## src/rtl/alert_gpio_pkg.sv

```systemverilog
package alert_gpio_pkg;

    localparam int NUM_SRC = 4;
    localparam int REG_W   = 8;

    // source index order in the change and enable vectors
    localparam int SRC_PIN  = 0;
    localparam int SRC_LOCK = 1;
    localparam int SRC_HPS  = 2;
    localparam int SRC_VMIN = 3;

    localparam logic [REG_W-1:0] PINCFG_MASK = 8'hFD;
    localparam logic [REG_W-1:0] IRQEN_MASK  = 8'h78;

    typedef struct packed {
        logic [1:0] mode;
        logic       dir_out;
        logic [1:0] debounce;
        logic       mono;
        logic       zero_bit;
        logic       zero_det;
    } pincfg_t;

    typedef struct packed {
        logic       rsv_hi;
        logic       en_pin;
        logic       en_lock;
        logic       en_hps;
        logic       en_vmin;
        logic [2:0] rsv_lo;
    } irqen_t;

    function automatic logic rest_low(input logic [1:0] mode);
        return ~mode[0];
    endfunction

    function automatic logic pulse_armed(input logic [1:0] mode);
        return mode[1];
    endfunction

endpackage

```

## src/rtl/ag_regs.sv

```systemverilog
module ag_regs
    import alert_gpio_pkg::*;
(
    input  logic             clk,
    input  logic             rst,
    input  logic             we,
    input  logic             sel,
    input  logic [REG_W-1:0] wdata,
    output logic [REG_W-1:0] rdata,
    output pincfg_t          pincfg,
    output irqen_t           irqen
);
    logic [REG_W-1:0] pin_q, irq_q;

    always_ff @(posedge clk) begin
        if (rst) begin
            pin_q <= '0;
            irq_q <= '0;
        end else if (we) begin
            if (!sel) pin_q <= wdata & PINCFG_MASK;
            else      irq_q <= wdata & IRQEN_MASK;
        end
    end

    assign pincfg = pincfg_t'(pin_q);
    assign irqen  = irqen_t'(irq_q);
    assign rdata  = sel ? irq_q : pin_q;

endmodule

```

## src/rtl/ag_sync.sv

```systemverilog
module ag_sync #(
    parameter int N      = 4,
    parameter int STAGES = 2
) (
    input  logic         clk,
    input  logic         rst,
    input  logic [N-1:0] din,
    output logic [N-1:0] chg
);
    logic [N-1:0] stage [STAGES];
    logic [N-1:0] prev;

    always_ff @(posedge clk) begin
        if (rst) stage[0] <= '0;
        else     stage[0] <= din;
    end

    for (genvar s = 1; s < STAGES; s++) begin : g_stage
        always_ff @(posedge clk) begin
            if (rst) stage[s] <= '0;
            else     stage[s] <= stage[s-1];
        end
    end

    always_ff @(posedge clk) begin
        if (rst) prev <= '0;
        else     prev <= stage[STAGES-1];
    end

    assign chg = stage[STAGES-1] ^ prev;

endmodule

```

## src/rtl/ag_alert.sv

```systemverilog
module ag_alert #(
    parameter int PULSE_LEN = 16
) (
    input  logic clk,
    input  logic rst,
    input  logic evt,
    input  logic ack,
    input  logic pulse_en,
    output logic alert,
    output logic pulse_act
);
    localparam int CW = $clog2(PULSE_LEN + 1);

    logic [CW-1:0] cnt;

    always_ff @(posedge clk) begin
        if (rst) begin
            alert <= 1'b0;
            cnt   <= '0;
        end else begin
            alert <= evt | (alert & ~ack);
            if (evt && pulse_en)  cnt <= CW'(PULSE_LEN);
            else if (cnt != '0)   cnt <= cnt - 1'b1;
        end
    end

    assign pulse_act = (cnt != '0);

endmodule

```

## src/rtl/alert_gpio_ctrl.sv

```systemverilog
module alert_gpio_ctrl
    import alert_gpio_pkg::*;
#(
    parameter int PULSE_LEN   = 16,
    parameter int SYNC_STAGES = 2
) (
    input  logic             clk,
    input  logic             rst,
    input  logic             reg_we,
    input  logic             reg_sel,
    input  logic [REG_W-1:0] reg_wdata,
    output logic [REG_W-1:0] reg_rdata,
    input  logic             stat_rd,
    input  logic             gpio_in,
    input  logic             pll_lock,
    input  logic             hp_sense,
    input  logic             vol_min,
    output logic             alert,
    output logic             gpio_oe,
    output logic             gpio_do,
    output logic [1:0]       cfg_debounce,
    output logic             cfg_mono,
    output logic             cfg_zero_det
);
    pincfg_t          pincfg;
    irqen_t           irqen;
    logic [NUM_SRC-1:0] src, chg, en;
    logic             any_evt, pulse_act, pulse_en;

    ag_regs u_regs (
        .clk(clk), .rst(rst), .we(reg_we), .sel(reg_sel),
        .wdata(reg_wdata), .rdata(reg_rdata),
        .pincfg(pincfg), .irqen(irqen)
    );

    always_comb begin
        src           = '0;
        src[SRC_PIN]  = gpio_in;
        src[SRC_LOCK] = pll_lock;
        src[SRC_HPS]  = hp_sense;
        src[SRC_VMIN] = vol_min;
        en            = '0;
        en[SRC_PIN]   = irqen.en_pin & ~pincfg.dir_out;
        en[SRC_LOCK]  = irqen.en_lock;
        en[SRC_HPS]   = irqen.en_hps;
        en[SRC_VMIN]  = irqen.en_vmin;
    end

    ag_sync #(.N(NUM_SRC), .STAGES(SYNC_STAGES)) u_sync (
        .clk(clk), .rst(rst), .din(src), .chg(chg)
    );

    assign any_evt  = |(chg & en);
    assign pulse_en = pincfg.dir_out & pulse_armed(pincfg.mode);

    ag_alert #(.PULSE_LEN(PULSE_LEN)) u_alert (
        .clk(clk), .rst(rst), .evt(any_evt), .ack(stat_rd),
        .pulse_en(pulse_en), .alert(alert), .pulse_act(pulse_act)
    );

    // open drain: enable pulls the pad low, data never drives high
    assign gpio_oe      = pincfg.dir_out & (rest_low(pincfg.mode) ^ pulse_act);
    assign gpio_do      = 1'b0;
    assign cfg_debounce = pincfg.debounce;
    assign cfg_mono     = pincfg.mono;
    assign cfg_zero_det = pincfg.zero_det;

endmodule

```

## config.mk

```make
export PLATFORM = sky130hd
export DESIGN_NAME = alert_gpio_ctrl
export DESIGN_NICKNAME = d
export VERILOG_FILES = /design/src/rtl/alert_gpio_pkg.sv /design/src/rtl/ag_regs.sv /design/src/rtl/ag_sync.sv /design/src/rtl/ag_alert.sv /design/src/rtl/alert_gpio_ctrl.sv
export SDC_FILE = /design/constraint.sdc
export NUM_CORES = 1
export LEC_CHECK = 0
export ABC_AREA = 1
export BUFFER_PORTS_ARGS = -buffer_cell sky130_fd_sc_hd__buf_2
export CORE_MARGIN = 2
export CORE_UTILIZATION = 50
export DETAILED_ROUTE_END_ITERATION = 6
export GPL_ROUTABILITY_DRIVEN = 0
export GPL_TIMING_DRIVEN = 0
export PLACE_DENSITY = 0.75
export SETUP_SLACK_MARGIN = 0.1
export SYNTH_ARGS = -nofsm -noshare
export SYNTH_HDL_FRONTEND = slang
export SYNTH_HIERARCHICAL = 1
export SYNTH_SLANG_ARGS = --single-unit
```

## constraint.sdc

```tcl
create_clock -name clk -period 1.3 [get_ports clk]
set_input_delay 0.065 -clock clk [delete_from_list [all_inputs] [get_ports clk]]
set_output_delay 0.065 -clock clk [all_outputs]
set_load 0.02 [all_outputs]
```

==> results of run 1 <==
[worst paths after layout]
path                      startpoint            endpoint  slack, ns  depth (start not counted)
setup reg to reg      u_sync/prev[1]      u_alert/cnt[3]       0.11                         10
hold reg to reg   u_sync/stage[0][1]  u_sync/stage[1][1]       0.40                          2
hold / removal          reg_wdata[4]     u_regs/irqen[4]       0.02                          3
setup / recovery      u_alert/cnt[1]             gpio_oe       -0.1                          8
[per-layer routing]
metal | global-route usage | routed length [um] | up-vias | share of wire
met3 | 0.08743 | 150 | 8 | 0.058
li1 | - | - | 648 | -
met5 | 0 | 0 | - | 0
met4 | 0.1083 | 60 | 0 | 0.023
met2 | 0.2992 | 1226 | 31 | 0.48
met1 | 0.2169 | 1134 | 517 | 0.44
[what timing repair did]
action,4_1_cts,5_1_grt
buffers inserted,4,0
setup endpoints to repair,5,7
pin swaps,3,2
gates cloned,0,0
resized for setup,14,8
hold buffers,7,0
endpoints found under the hold margin,7,0
[state kept, by name, summed over array words and instances, names as in the netlist]
signal	cells
u_alert/alert	1
u_alert/cnt	5
u_regs/pincfg	7
u_sync/stage	8
u_regs/irqen	4
u_sync/prev	4
[layout make-up]
| class | instances | area (um^2) | share of cell area |
|---|---|---|---|
| plain buffers | 6 | 43.79 | 0.02632 |
| clock buffers | 7 | 55.05 | 0.03308 |
| inverters | 37 | 138.9 | 0.08346 |
| multi-input cells | 120 | 554.3 | 0.3331 |
| flip-flops and latches | 29 | 588.1 | 0.3534 |
| well taps | 30 | 37.54 | 0.02256 |
| repair buffers | 39 | 246.5 | 0.1481 |
[worst reg2reg max path, delay by kind of cell, from the launching register on]
kind / cells / cell delay (ns)
AOI/OAI and AO/OA: 2 / 0.29
buffers and inverters: 1 / 0.04
DFF: 1 / 0.34
and+or+nand+nor: 7 / 0.46
[power groups by stage]
stage	sequential (mW)	clock [mW]	combinational, mW
2_1_floorplan	1.07	0	0.469
3_3_place_gp	1.07	0	0.590
3_5_place_dp	1.08	0	0.606
4_1_cts	1.08	0.569	0.791
5_1_grt	1.09	0.609	0.896
6_report	1.08	0.550	0.790
==> results by group, run 1 <==
Power and ir drop
  – Sw Share: 0.3298
  – Leakage power: 0.8835 nW
  – Part of the power in registers: 0.446
  – Max VDD drop: 1359 uV
  – Power Density: 1454 nW/um^2
  – Comb power frac: 0.326
  – Clock power share: 0.227
  – Net Sw Power: 797.7 uW
  – Overall power: 2.419 mW
  – Pint: 1.621 mW

STA
  – Final worst slack: -0.09843 ns
  – Setup TNS: -0.09843 ns
  – Endpoints failing hold: 0
  – Max-slew violation count: 0
  – FMAX: 715.1 MHz
  – RSZ-0062 raised after global routing: true
  – Min Clock Period, post-route: 1.398 ns
  – Period utilization: 1.076
  – Final setup fails: 1
  – Setup Skew: 0.01188 ns
  – Hold_ws: 0.02019 ns

Layout
  – Final instance area: 1664 um^2
  – Share of cells above drive strength 1: 0.2773
  – Commonest non-fill, non-tap cell in the layout: nand2_1
  – Fillcell total: 219
  – Fin cells: 268
  – Util after Layout: 0.6779
  – Most frequent cells in the layout: 51 x nand2_1, 36 x nor2_1, 31 x inv_1
  – Fin nets: 256
  – N_diodes: 0
  – Area Growth Syn to Fin: 30.65%

CTS
  – Clock-pin transition on the worst setup and hold timing paths: 0.09 ns
  – CTS tree: done
  – Total CTS buffers: 5
  – CTS sink count: 29
  – Clk_lat worst skew: 0.33 ns
  – Clock buffer depth: 2
  – CTS H-tree lvls: 2
  – Root Buffer: clkbuf_4

Outcome
  – Violated checks: setup timing
  – Status: finished with violations

Logic synthesis
  – Synth Instances: 192
  – Yosys warns: 6
  – Syn avg cell area: 6.634 um^2
  – Syn nets: 210
  – Netlist Area Pre-Place: 1274 um^2

Placement
  – Port bufs: 28
  – Placed cells: 250
  – DP Wirelength: 1709 um
  – Post-Place Setup Slack: 0.01025 ns
  – Placed inst area: 1454 um^2

Flow run
  – Max Cap Violations: 0

Floorplanning
  – Die width: 54.47 um
  – I/O pin count: 32
  – Die area: 2967 um^2
  – Initial core utilization: 0.5189
  – Core Region: 2455 um^2
  – Chip height: 54.47 um
  – Standard-cell rows: 18

Setup path
  – CP arrival: 1.33 ns
  – CP top delay family: flip-flops
  – CP Capture Type: output port
  – Crit start category: flip-flop
  – Crit path required time: 1.24 ns
  – Slowest cell delay on critical path: 0.35 ns
  – Largest fanout on the critical path: 5
  – Worst Path Buf+Inv: 3
  – Setup CP Type: flip-flop to output port
  – Crit-path slowest cell: dfxtp_2
  – Worst-path cell chain: inv_2, ha_4, nand3_4, inv_2, nand2_1, nand2_1, nor2_2, buf_4

GRT
  – Via count of the first global-routing pass: 961
  – Largest net degree at the start of global routing: 12
  – Gr ovfl total: 0
  – Initial antenna violation count: 0
  – Global-route wire length before repair: 3905 um
  – Gr usage total: 0.1923

Drt
  – WL final: 2571 um
  – DRC Markers: 0
  – Via-to-Cell Ratio: 4.493
  – Wire per inst: 9.593 um
  – Routed via count: 1,204
  – TritonRoute pass-1 iters: 4
  – Drt initial violations: 34
  – Routed Antenna Nets: 0

Hold path
  – Worst min path class: input pin to flip-flop
No activity file was read; power rests on OpenSTA's default activity.
==> run 2: changes to the inputs <==
--- a/config.mk
+++ b/config.mk
@@ -9,6 +9,7 @@
 export BUFFER_PORTS_ARGS = -buffer_cell sky130_fd_sc_hd__buf_2
 export CORE_MARGIN = 2
 export CORE_UTILIZATION = 50
+export CTS_CLUSTER_SIZE = 28
 export DETAILED_ROUTE_END_ITERATION = 6
 export GPL_ROUTABILITY_DRIVEN = 0
 export GPL_TIMING_DRIVEN = 0
==> constraint.sdc (replaced) <==
create_clock -name clk -period 1.5 [get_ports clk]
set_input_delay 0.075 -clock clk [delete_from_list [all_inputs] [get_ports clk]]
set_output_delay 0.075 -clock clk [all_outputs]
set_load 0.02 [all_outputs]
==> results by group, run 2 (synthesized netlist as in run 1, its figures left out) <==
STA
  – Final setup fails: 0
  – Setup TNS: 0 ns
  – Endpoints failing hold: 0
  – Period utilization: 0.9153
  – Min Clock Period, post-route: 1.373 ns
  – FMAX: 728.4 MHz
  – RSZ-0062 raised after global routing: true
  – Setup Skew: 0.006698 ns
  – Max-slew violation count: 0
  – Hold_ws: 0.03827 ns

Layout
  – Top reg by flops: u_sync/stage
  – Area Growth Syn to Fin: 31.14%
  – Most frequent cells in the layout: 53 x nand2_1, 37 x nor2_1, 33 x inv_1
  – N_diodes: 0
  – Fillcell total: 218
  – Fin nets: 258
  – Largest register FFs: 8
  – Commonest non-fill, non-tap cell in the layout: nand2_1
  – Share of cells above drive strength 1: 0.2448

CTS
  – Root Buffer: clkbuf_4
  – CTS H-tree lvls: 2
  – CTS tree: done
  – CTS sink count: 29
  – Clock buffer depth: 2
  – Clk_lat worst skew: 0.32 ns
  – Total CTS buffers: 5
  – Clock-pin transition on the worst setup and hold timing paths: 0.09 ns

Drt
  – Met2 wire len: 1261 um
  – TritonRoute pass-1 iters: 5
  – Met3 WL: 157 um
  – Routed Antenna Nets: 0
  – DRC Markers: 0
  – DR top layer: met4
  – Wire per inst: 9.362 um
  – M1 WL: 1077 um
  – Via-to-Cell Ratio: 4.502
  – Routed via count: 1,220
  – WL final: 2537 um
  – Drt initial violations: 15

Setup path
  – R2R Path Start: u_sync/stage[1][2]
  – Slowest cell delay on critical path: 0.34 ns
  – R2R Path End: u_alert/cnt[3]
  – Worst path depth: 8
  – CP top delay family: flip-flops
  – Crit start category: flip-flop
  – CP arrival: 1.30 ns
  – Crit-path slowest cell: dfxtp_2
  – CP Capture Type: output port
  – Reg2reg path depth: 10
  – Worst Path Buf+Inv: 3
  – Worst-path cell chain: inv_2, ha_4, nand3_4, inv_2, nand2_1, nand2_1, nor2_1, buf_4
  – Setup CP Type: flip-flop to output port
  – Crit path required time: 1.42 ns
  – R2R setup slack: 0.24 ns
  – Largest fanout on the critical path: 2

GRT
  – Gr usage total: 0.1940
  – Global-route wire length before repair: 3967 um
  – Gr ovfl total: 0
  – Initial antenna violation count: 0
  – Via count of the first global-routing pass: 1,028
  – Largest net degree at the start of global routing: 12

Floorplanning
  – Die area: 2967 um^2
  – Chip height: 54.47 um
  – Standard-cell rows: 18
  – Die width: 54.47 um
  – Initial core utilization: 0.5189
  – Core Region: 2455 um^2
  – I/O pin count: 32

Hold path
  – Hold path start: reg_wdata[5]
  – Worst min path class: input pin to flip-flop
  – Hold path depth: 3
  – Hold EP: u_regs/irqen[5]

Power and ir drop
  – Leakage power: 0.8978 nW
  – Power Density: 1352 nW/um^2
  – Max VDD drop: 1032 uV

Outcome
  – Status: complete, no violations

Placement
  – DP Wirelength: 1679 um
  – Port bufs: 28

Flow run
  – Max Cap Violations: 0
## run 2: cell count changes in the layout (fill, tap and decap cells not counted), moves of 2 or more
cell     change
dfxtp_1      +4
dfxtp_2      -4
buf_4        +3
a21oi_1      +2
a21oi_2      -2
inv_1        +2
inv_2        -2
nand2_1      +2
nand2_2      -2
## run 2: worst max-delay path by stage
| stage | from | end | slack (ns) |
|---|---|---|---|
| floorplan | u_alert/cnt[0] | gpio_oe | 0.28 |
| global placement | u_sync/stage[1][2] | u_alert/cnt[3] | 0.20 |
| detailed placement | u_sync/stage[1][2] | u_alert/cnt[3] | 0.20 |
| CTS | u_alert/cnt[0] | gpio_oe | 0.09 |
| global route | u_alert/cnt[0] | gpio_oe | 0.05 |
| finish | u_alert/cnt[0] | gpio_oe | 0.13 |
## run 2: power breakdown
part	switching (mW)	internal, mW	leakage, nW
Sequential	0.0687	0.861	0.239
Clock	0.260	0.271	0.0413
Combinational	0.396	0.401	0.617
Total	0.725	1.53	0.898
## run 2: final cells by class
class / instances / area, um^2 / area share
clock buffer: 7 / 65.06 / 0.03895
inverter: 37 / 138.9 / 0.08315
clock inverter: 1 / 5.005 / 0.002996
tap: 30 / 37.54 / 0.02247
multi-input combinational: 120 / 539.3 / 0.3228
timing repair buffer: 41 / 257.7 / 0.1543
buffer: 6 / 43.79 / 0.02622
sequential: 29 / 583.1 / 0.3491
## run 2: worst min-delay path: cells and delay by family
family / cells / cell delay, ns
buffers and inverters: 1 / 0.11
AOI/OAI and AO/OA: 1 / 0.07
and+or+nand+nor: 1 / 0.06
## run 2: what timing repair did
item | in CTS | in global routing
hold endpoints to repair | 7 | 0
buffers inserted | 4 | 2
endpoints found under the setup margin | 1 | 5
resized for setup | 10 | 1
pin swaps | 2 | 2
hold buffers | 7 | 0
## run 2: routing by layer
metal	up-vias	GRT usage
met2	34	0.3434
met4	0	0.1125
met3	7	0.06284
li1	657	-
met5	-	0
met1	522	0.1983
## run 2: through the flow
stage | worst slack, ns | std cells | total power, mW | utilization | cell area [um^2]
after floorplan | 0.2763 | 192 | 1.332 | - | 1274
after global placement | 0.1979 | 250 | 1.440 | 0.5912 | 1451
after detailed placement | 0.1961 | 250 | 1.451 | 0.5912 | 1451
after CTS | 0.09366 | 269 | 2.204 | 0.6728 | 1652
after global routing | 0.05260 | 271 | 2.410 | 0.6804 | 1670
final | 0.1270 | 271 | 2.258 | 0.6804 | 1670
==> run 3: changes to the inputs <==
--- a/config.mk
+++ b/config.mk
@@ -6,14 +6,13 @@
 export NUM_CORES = 1
 export LEC_CHECK = 0
 export ABC_AREA = 1
-export BUFFER_PORTS_ARGS = -buffer_cell sky130_fd_sc_hd__buf_2
 export CORE_MARGIN = 2
 export CORE_UTILIZATION = 50
 export CTS_CLUSTER_SIZE = 28
 export DETAILED_ROUTE_END_ITERATION = 6
+export DONT_BUFFER_PORTS = 1
 export GPL_ROUTABILITY_DRIVEN = 0
 export GPL_TIMING_DRIVEN = 0
-export PLACE_DENSITY = 0.75
 export SETUP_SLACK_MARGIN = 0.1
 export SYNTH_ARGS = -nofsm -noshare
 export SYNTH_HDL_FRONTEND = slang
==> results by group, run 3 (synthesized netlist as in run 1, its figures left out) <==
Floorplanning
  – Standard-cell rows: 18
  – Chip height: 54.47 um
  – Initial core utilization: 0.5189
  – Die area: 2967 um^2
  – Die width: 54.47 um
  – Core Region: 2455 um^2
  – I/O pin count: 32

Drt
  – Wire per inst: 10.44 um
  – TritonRoute pass-1 iters: 4
  – DRC Markers: 0
  – Routed via count: 1,155
  – WL final: 2610 um
  – Via-to-Cell Ratio: 4.620
  – Routed Antenna Nets: 0
  – Drt initial violations: 22

CTS
  – CTS sink count: 29
  – Clk_lat worst skew: 0.31 ns
  – Clock buffer depth: 2
  – CTS H-tree lvls: 2
  – Clock-pin transition on the worst setup and hold timing paths: 0.08 ns
  – Total CTS buffers: 5
  – Root Buffer: clkbuf_4
  – CTS tree: done

STA
  – Final worst slack: 0.1174 ns
  – Hold_ws: 0.02690 ns
  – Setup Skew: 0.003465 ns
  – Max-slew violation count: 0
  – Period utilization: 0.9217
  – Endpoints failing hold: 0
  – RSZ-0062 raised after global routing: true
  – Final setup fails: 0
  – Min Clock Period, post-route: 1.383 ns
  – Setup TNS: 0 ns
  – FMAX: 723.3 MHz

Layout
  – Share of cells above drive strength 1: 0.1273
  – Top reg by flops: u_sync/stage
  – Final instance area: 1603 um^2
  – Most frequent cells in the layout: 52 x nand2_1, 36 x nor2_1, 34 x inv_1
  – Fin nets: 238
  – Largest register FFs: 8
  – Area Growth Syn to Fin: 25.84%
  – N_diodes: 0
  – Commonest non-fill, non-tap cell in the layout: nand2_1

Power and ir drop
  – Net Sw Power: 676.6 uW
  – Comb power frac: 0.332
  – Power Density: 1303 nW/um^2
  – Sw Share: 0.3240
  – Overall power: 2.088 mW
  – Max VDD drop: 1017 uV
  – Pint: 1.412 mW
  – Clock power share: 0.223
  – Part of the power in registers: 0.446
  – Leakage power: 0.7986 nW

Hold path
  – Hold path start: reg_sel
  – Worst min path class: input pin to flip-flop
  – Hold EP: u_regs/irqen[5]
  – Hold path depth: 3

Setup path
  – R2R Path Start: u_sync/stage[1][3]
  – CP arrival: 1.58 ns
  – R2R setup slack: 0.28 ns
  – CP Capture Type: flip-flop
  – Worst-path cell chain: dlygate4sd3_1, a21oi_1, dlygate4sd3_1
  – Largest fanout on the critical path: 11
  – Setup CP Type: input pin to flip-flop
  – Most Frequent Cell on Critical Path: dlygate4sd3_1
  – R2R Path End: u_alert/cnt[3]
  – Crit path required time: 1.70 ns
  – Reg2reg path depth: 10
  – Slowest cell delay on critical path: 0.82 ns
  – Crit-path slowest cell: dlygate4sd3_1
  – Crit start category: input pin

Outcome
  – Status: complete, no violations

GRT
  – Largest net degree at the start of global routing: 12
  – Initial antenna violation count: 0
  – Global-route wire length before repair: 3926 um
  – Gr usage total: 0.1917
  – Gr ovfl total: 0
  – Via count of the first global-routing pass: 994

Placement
  – Placed inst area: 1311 um^2
  – Port bufs: 0
  – DP Wirelength: 1672 um
  – Post-Place Setup Slack: 0.1590 ns

Flow run
  – Max Cap Violations: 0
-- run 3: per-layer routing --
| metal | vias to the layer above | GRT usage | wire, um |
|---|---|---|---|
| met3 | 4 | 0.08743 | 156 |
| met1 | 504 | 0.2136 | 1124 |
| met5 | - | 0 | 0 |
| met4 | 0 | 0.08750 | 31 |
| met2 | 35 | 0.3112 | 1297 |
| li1 | 612 | - | - |
-- run 3: area by class of cell --
class | count | area [um^2]
Buffer | 6 | 43.79
Sequential cell | 29 | 583.1
Clock buffer | 7 | 55.05
Fill cell | 234 | 852.1
Multi-Input combinational cell | 120 | 544.3
Timing Repair Buffer | 21 | 200.2
Inverter | 37 | 138.9
Tap cell | 30 | 37.54
-- run 3: per-stage QoR --
step | std cells | util
CTS | 250 | 0.6514
finish | 250 | 0.6529
global route | 250 | 0.6529
floorplan | 192 | -
detailed placement | 222 | 0.5341
global placement | 222 | 0.5341
-- run 3: worst max-delay path: cells and delay by family --
kind                   cells  cell delay [ns]
AO/OA/AOI/OAI              1             0.09
buffers and inverters      2             1.42
-- run 3: power by group through the flow --
stage,clock network (mW),registers (mW),logic (mW)
after floorplan,0,0.931,0.401
after global placement,0,0.939,0.450
after detailed placement,0,0.944,0.469
after CTS,0.486,0.931,0.689
after global routing,0.522,0.944,0.782
final,0.465,0.931,0.692
-- run 3: repair_timing --
item	4_1_cts	5_1_grt
setup endpoints to repair	1	5
resized for setup	10	1
gates cloned	0	0
endpoints found under the hold margin	29	0
pin swaps	2	1
hold buffers	17	0
buffers inserted	4	0
-- run 3: how the worst max path moves through the flow --
stage	startpoint	endpoint	cells past startpoint
global route	u_alert/cnt[0]	gpio_oe	7
global placement	u_alert/cnt[0]	gpio_oe	6
finish	rst	u_regs/irqen[3]	3
detailed placement	u_alert/cnt[0]	gpio_oe	6
floorplan	u_alert/cnt[0]	gpio_oe	7
CTS	u_alert/cnt[0]	gpio_oe	7
